### src/rtl/ls_tx_pkg.sv
package ls_tx_pkg;
  typedef enum logic [2:0] {
    ST_IDLE,
    ST_PREP,
    ST_BITS,
    ST_SE0,
    ST_JEND
  } tx_state_e;
endpackage

### src/rtl/ls_tx_timer.sv
// Down-counter marking the end of each timed phase.
module ls_tx_timer #(
  parameter int TW = 5
) (
  input  logic          clk,
  input  logic          rst_n,
  input  logic          load,
  input  logic [TW-1:0] load_val,
  output logic          expired
);
  logic [TW-1:0] cnt;

  always_ff @(posedge clk) begin
    if (!rst_n)          cnt <= '0;
    else if (load)       cnt <= load_val;
    else if (cnt != '0)  cnt <= cnt - TW'(1);
  end

  assign expired = (cnt == '0);
endmodule

### src/rtl/ls_tx_nrzi.sv
// Line level tracker with NRZI coding and run-of-ones stuffing.
module ls_tx_nrzi #(
  parameter int STUFF_RUN = 6
) (
  input  logic clk,
  input  logic rst_n,
  input  logic init,
  input  logic emit,
  input  logic emit_bit,
  input  logic stuff,
  output logic level,      // 1 = J, 0 = K
  output logic stuff_due
);
  localparam int OW = $clog2(STUFF_RUN + 1);
  logic [OW-1:0] ones;

  always_ff @(posedge clk) begin
    if (!rst_n) begin
      level <= 1'b1;
      ones  <= '0;
    end else if (init) begin
      level <= 1'b1;
      ones  <= '0;
    end else if (stuff) begin
      level <= ~level;
      ones  <= '0;
    end else if (emit) begin
      if (emit_bit) begin
        ones <= ones + OW'(1);
      end else begin
        level <= ~level;
        ones  <= '0;
      end
    end
  end

  assign stuff_due = (ones == OW'(STUFF_RUN));
endmodule

### src/rtl/ls_tx_fetch.sv
// One-byte holding slot fed by a valid/ready stream.
module ls_tx_fetch #(
  parameter int CW = 4
) (
  input  logic          clk,
  input  logic          rst_n,
  input  logic          arm,
  input  logic [CW-1:0] arm_cnt,
  input  logic          take,
  input  logic          in_valid,
  input  logic [7:0]    in_data,
  output logic          in_ready,
  output logic          full,
  output logic [7:0]    data
);
  logic [CW-1:0] owed;
  logic          accept;

  assign in_ready = !full && (owed != '0);
  assign accept   = in_ready && in_valid;

  always_ff @(posedge clk) begin
    if (!rst_n) begin
      owed <= '0;
      full <= 1'b0;
      data <= '0;
    end else if (arm) begin
      owed <= arm_cnt;
      full <= 1'b0;
    end else begin
      if (accept) begin
        owed <= owed - CW'(1);
        data <= in_data;
      end
      if (take)        full <= 1'b0;
      else if (accept) full <= 1'b1;
    end
  end
endmodule

### src/rtl/ls_pkt_tx.sv
module ls_pkt_tx
  import ls_tx_pkg::*;
#(
  parameter int CLKS_PER_BIT = 10,
  parameter int MIN_BYTES    = 2,
  parameter int MAX_BYTES    = 12,
  parameter int ADDR_W       = 7,
  parameter int STUFF_RUN    = 6,
  parameter logic [7:0] SYNC_BYTE = 8'h80,
  localparam int CW = $clog2(MAX_BYTES + 1)
) (
  input  logic              clk,
  input  logic              rst_n,
  input  logic              start,
  input  logic [CW-1:0]     byte_cnt,
  input  logic              is_data,
  input  logic [ADDR_W-1:0] new_addr,
  input  logic              in_valid,
  input  logic [7:0]        in_data,
  output logic              in_ready,
  output logic              dp,
  output logic              dm,
  output logic              oe,
  output logic              busy,
  output logic              done,
  output logic [ADDR_W-1:0] dev_addr
);
  localparam int TW     = $clog2(2 * CLKS_PER_BIT + 2);
  localparam int BIT_LD = CLKS_PER_BIT - 1;
  localparam int SE0_LD = 2 * CLKS_PER_BIT - 1;

  tx_state_e     state;
  logic [7:0]    shift;
  logic [2:0]    bit_idx;
  logic [CW-1:0] left;
  logic          data_q;

  logic          tick, count_ok, accept;
  logic          tmr_load;
  logic [TW-1:0] tmr_val;
  logic          nz_init, nz_emit, nz_bit, nz_stuff, level, stuff_due;
  logic          take, hold_full;
  logic [7:0]    hold_data;
  logic          go_byte, go_next, go_eop;

  assign count_ok = (byte_cnt >= CW'(MIN_BYTES)) && (byte_cnt <= CW'(MAX_BYTES));
  assign accept   = (state == ST_IDLE) && start && count_ok;

  ls_tx_timer #(.TW(TW)) i_timer (
    .clk(clk), .rst_n(rst_n), .load(tmr_load), .load_val(tmr_val), .expired(tick)
  );

  ls_tx_nrzi #(.STUFF_RUN(STUFF_RUN)) i_nrzi (
    .clk(clk), .rst_n(rst_n), .init(nz_init), .emit(nz_emit), .emit_bit(nz_bit),
    .stuff(nz_stuff), .level(level), .stuff_due(stuff_due)
  );

  ls_tx_fetch #(.CW(CW)) i_fetch (
    .clk(clk), .rst_n(rst_n), .arm(accept), .arm_cnt(byte_cnt - CW'(1)), .take(take),
    .in_valid(in_valid), .in_data(in_data), .in_ready(in_ready),
    .full(hold_full), .data(hold_data)
  );

  // Bit boundary decisions inside the packet body.
  always_comb begin
    go_next = 1'b0;
    go_eop  = 1'b0;
    go_byte = 1'b0;
    if (state == ST_BITS && tick && !stuff_due) begin
      if (bit_idx != 3'd7)    go_next = 1'b1;
      else if (left == '0)    go_eop  = 1'b1;
      else if (hold_full)     go_byte = 1'b1;
    end
  end

  always_comb begin
    tmr_load = 1'b0;
    tmr_val  = TW'(BIT_LD);
    nz_init  = 1'b0;
    nz_emit  = 1'b0;
    nz_bit   = 1'b0;
    nz_stuff = 1'b0;
    take     = go_byte;
    unique case (state)
      ST_IDLE: begin
        tmr_load = accept;
        nz_init  = accept;
      end
      ST_PREP: begin
        tmr_load = tick;
        nz_emit  = tick;
        nz_bit   = shift[0];
      end
      ST_BITS: begin
        nz_stuff = tick && stuff_due;
        nz_emit  = go_next || go_byte;
        nz_bit   = go_byte ? hold_data[0] : shift[1];
        tmr_load = nz_stuff || nz_emit || go_eop;
        if (go_eop) tmr_val = TW'(SE0_LD) + TW'(data_q);
      end
      ST_SE0:  tmr_load = tick;
      ST_JEND: tmr_load = 1'b0;
      default: tmr_load = 1'b0;
    endcase
  end

  always_ff @(posedge clk) begin
    if (!rst_n) begin
      state    <= ST_IDLE;
      shift    <= '0;
      bit_idx  <= '0;
      left     <= '0;
      data_q   <= 1'b0;
      done     <= 1'b0;
      dev_addr <= '0;
    end else begin
      done <= 1'b0;
      unique case (state)
        ST_IDLE: if (accept) begin
          state   <= ST_PREP;
          shift   <= SYNC_BYTE;
          bit_idx <= '0;
          left    <= byte_cnt - CW'(1);
          data_q  <= is_data;
        end
        ST_PREP: if (tick) state <= ST_BITS;
        ST_BITS: begin
          if (go_next) begin
            shift   <= shift >> 1;
            bit_idx <= bit_idx + 3'd1;
          end else if (go_byte) begin
            shift   <= hold_data;
            bit_idx <= '0;
            left    <= left - CW'(1);
          end else if (go_eop) begin
            state <= ST_SE0;
            if (data_q) dev_addr <= new_addr;
          end
        end
        ST_SE0:  if (tick) state <= ST_JEND;
        ST_JEND: if (tick) begin
          state <= ST_IDLE;
          done  <= 1'b1;
        end
        default: state <= ST_IDLE;
      endcase
    end
  end

  assign busy = (state != ST_IDLE);
  assign oe   = busy;
  assign dp   = (state == ST_BITS) && !level;
  assign dm   = (state == ST_PREP) || (state == ST_JEND) || ((state == ST_BITS) && level);
endmodule

### config.mk
export PLATFORM = sky130hd
export DESIGN_NAME = ls_pkt_tx
export DESIGN_NICKNAME = d
export VERILOG_FILES = /design/src/rtl/ls_tx_pkg.sv /design/src/rtl/ls_tx_timer.sv /design/src/rtl/ls_tx_nrzi.sv /design/src/rtl/ls_tx_fetch.sv /design/src/rtl/ls_pkt_tx.sv
export SDC_FILE = /design/constraint.sdc
export NUM_CORES = 1
export LEC_CHECK = 0
export ABC_AREA = 0
export BUFFER_PORTS_ARGS = -buffer_cell sky130_fd_sc_hd__buf_2
export CAP_MARGIN = 20
export CORE_ASPECT_RATIO = 1.75
export CORE_UTILIZATION = 37
export DETAILED_ROUTE_END_ITERATION = 10
export GPL_ROUTABILITY_DRIVEN = 0
export SYNTH_ARGS = -nofsm -noshare
export SYNTH_HDL_FRONTEND = slang
export SYNTH_SLANG_ARGS = --single-unit
### constraint.sdc
create_clock -name clk -period 6.4 [get_ports clk]
set_input_delay 1.92 -clock clk [delete_from_list [all_inputs] [get_ports clk]]
set_output_delay 1.92 -clock clk [all_outputs]
set_load 0.02 [all_outputs]
==> metrics.md <==
| Metric | Value |
|---|---|
| Worst rel slew slack | `39.0%` |
| Post-synthesis to final-layout area growth | `15.1%` |
| Mapped Area | `0.00252 sq mm` |
| Port Buf Inserts | `36` |
| Setup crit end | `shift[3]` |
| CTS H-Tree Depth | `2` |
| Top FF cell, synth | `dfxtp_1` |
| Leading cell types in the layout, fill and taps excluded | `49 x dfxtp_1, 36 x buf_2, 30 x nand2_1` |
| Post-route clock period utilization | `59.9%` |
| Share of cells above drive strength 1 | `17.0%` |
| Req. time, crit path | `6.62 ns` |
| Vias in the first global route | `2078` |
| Die X | `64.4 microns` |
| CP bufs+invs | `2` |
| Vias per std cell | `5.37` |
| Placed instance area | `0.00275 sq mm` |
| RR Endpoint | `dev_addr[6]` |
| Multi-input logic area | `0.00142 sq mm` |
| Worst path cell trace | `buf_2 -> inv_1 -> ha_1 -> o41a_1 -> nand4_1 -> nand2_1 -> nor2_1 -> o2bb2ai_1` |
| Crit start category | `input port` |
| Largest stage delay on the critical path | `0.44 ns` |
| Cts repair resizes | `0` |
| Final-report hold violation count | `0` |
| Slew Limit Fails | `0` |
| Clock Skew | `0.00513 ns` |
| Nets | `350` |
| Drt pass-1 iters | `4` |
| Slowest-stage cell, CP | `o41a_1` |
| # fillers | `682` |
| Yosys cell types | `55` |
| Clock sinks | `49` |
| Final WL | `5900 microns` |
| Number of setup buffers added after CTS | `0` |
| Pwr/cell area | `364 mW/mm^2` |
| CP max FO | `12` |
| Antenna viol nets, final | `0` |
| Syn Inst Count | `286` |
| Worst slew pin tran | `0.913 ns` |
| Final instance area | `0.00290 sq mm` |
| Clock buffer count from CTS | `5` |
| Core area | `0.00654 sq mm` |
| ANT cells | `0` |
| Clk_lat worst skew | `0.29 ns` |
| Max-cap viol count | `0` |
| CP top delay family | `simple AND/OR/NAND/NOR gates` |
| Setup TNS | `0 ns` |
| WP data arrival | `4.05 ns` |
| Critical path launch point | `byte_cnt[0]` |
| Yosys warnings | `0` |
| EDFF count, synth | `0` |
| Max VDD drop | `169 uV` |
| Post-synthesis sequential area ratio | `38.9%` |
| Half-perimeter wire length after placement | `4410 microns` |
| Die height | `111 microns` |
| Post-Syn Area per Cell | `8.82 sq um` |
| Synth Net Count | `320` |
| GR Overflow Total | `0` |
| R2R setup slack | `3.82 ns` |
| RSZ-0062 raised after global routing | `no` |
| Worst hold path class | `reg -> reg` |
| Largest net degree at the start of global routing | `28` |
| Die Area | `0.00717 sq mm` |
| Final setup fails | `0` |
| Critical path class | `in -> reg` |
| IO Pins | `37` |
| CTS tree | `done` |
| Hold buffers post-CTS | `0` |
| Worst Setup End Kind | `flip-flop` |
| Initial Util | `38.6%` |
| Clock tree buffer depth | `2` |
| CTS Root Cell | `clkbuf_16` |
| Wire per inst | `14.8 microns` |
| Drc violations | `0` |
| Asr flop ratio synth | `0%` |
| DR iter-0 viols | `65` |
| Leading cell type in the layout, fill and taps excluded | `dfxtp_1` |
| Clk slew on worst S/H paths | `0.06 ns` |
| Seq cells post-synth | `49` |
| FMAX | `0.261 GHz` |
| Register area | `981 sq um` |
| Worst R2R Start | `bit_idx[0]` |
| Reg2Reg Depth | `6` |
| Vias | `2143` |
| Crit path depth | `8` |
| Initial antenna violation count | `0` |
| Status | `finished, final reports clean` |
| Site row count | `39` |
| Total track usage | `18.0%` |
| Lkg Pwr | `1.22 nW` |
| First-pass GRT wire length | `9900 microns` |
| Min Tclk post-route | `3.83 ns` |
[kinds of logic (layout without fill, tap and decap cells)]
family | after synthesis | count (layout) | synth area share [%]
buf+inv | 28 | 59 | 4.91
flops | 49 | 49 | 38.9
mux | 20 | 20 | 7.98
xor+xnor | 12 | 12 | 4.16
compound gates | 58 | 58 | 16.9
simple gates | 109 | 109 | 22.3
fa+ha+maj | 10 | 10 | 4.96
[registers in the layout, summed over array words and instances, names as in the netlist, 3 cells and up]
register and cells:
left 4, bit_idx 3, state 3, dev_addr 7, i_fetch.owed 4, i_fetch.data 8
i_nrzi.ones 3, i_timer.cnt 5, shift 8
[per-layer routing]
layer | track usage (%) | vias to the layer above | part of all wire, %
met4 | 9.78 | 0 | 3.1
met3 | 4.01 | 15 | 3.1
met1 | 18.6 | 1016 | 39
li1 | - | 1077 | -
met2 | 32.4 | 35 | 55
met5 | 0 | - | 0
[synthesized netlist by cell type (7+ instances only)]
master	count	area share, %
o2bb2ai_1	7	2.4
clkbuf_1	9	1.3
dfxtp_1	49	39
mux2i_1	19	7.5
xnor2_1	7	2.4
nand2_1	30	4.5
nor3_1	7	1.4
a21oi_1	17	3.4
inv_1	12	1.8
nand3_1	14	2.8
ha_1	10	5.0
nor2_1	27	4.0
[final cells by class]
class	count	area share, %
multi-input combinational	209	48.9
sequential	49	33.8
timing repair buffer	38	6.72
clock buffer	7	5.26
tap	82	3.53
inverter	13	1.68
clock inverter	1	0.172
[stage by stage]
step | total power (W) | setup slack (ns) | util (%) | instances | hold slack, ns
after CTS | 0.00107 | 2.59 | 44.4 | 399 | 0.458
after floorplan | 0.000703 | 2.83 | - | 286 | 0.424
after detailed placement | 0.000788 | 2.30 | 42.0 | 391 | 0.450
after global placement | 0.000781 | 2.36 | 42.0 | 391 | 0.444
final | 0.00106 | 2.57 | 44.4 | 399 | 0.454
after global routing | 0.00113 | 2.39 | 44.4 | 399 | 0.478
[power by group]
part | internal (W) | switching, W
combinational | 0.000154 | 0.000227
sequential | 0.000350 | 0.0000473
clock | 0.000166 | 0.000113
total | 0.000669 | 0.000387
[tightest hold or removal path: stages, from the launching register on]
cell	delay (ns)
dfxtp_1	0.31
nand2_1	0.05
a21oi_1	0.05
[worst min-delay path by stage]
| stage | to | slack (ns) | from | cells after the start |
|---|---|---|---|---|
| after global placement | i_fetch.data[5] | 0.44 | i_fetch.data[5] | 2 |
| after global routing | i_fetch.data[4] | 0.48 | i_fetch.data[4] | 2 |
| after detailed placement | i_fetch.data[5] | 0.45 | i_fetch.data[5] | 2 |
| after CTS | i_fetch.data[5] | 0.46 | i_fetch.data[5] | 2 |
| final | i_fetch.data[4] | 0.45 | i_fetch.data[4] | 2 |
| after floorplan | shift[0] | 0.42 | shift[0] | 1 |
No activity file was read; power rests on OpenSTA's default activity.
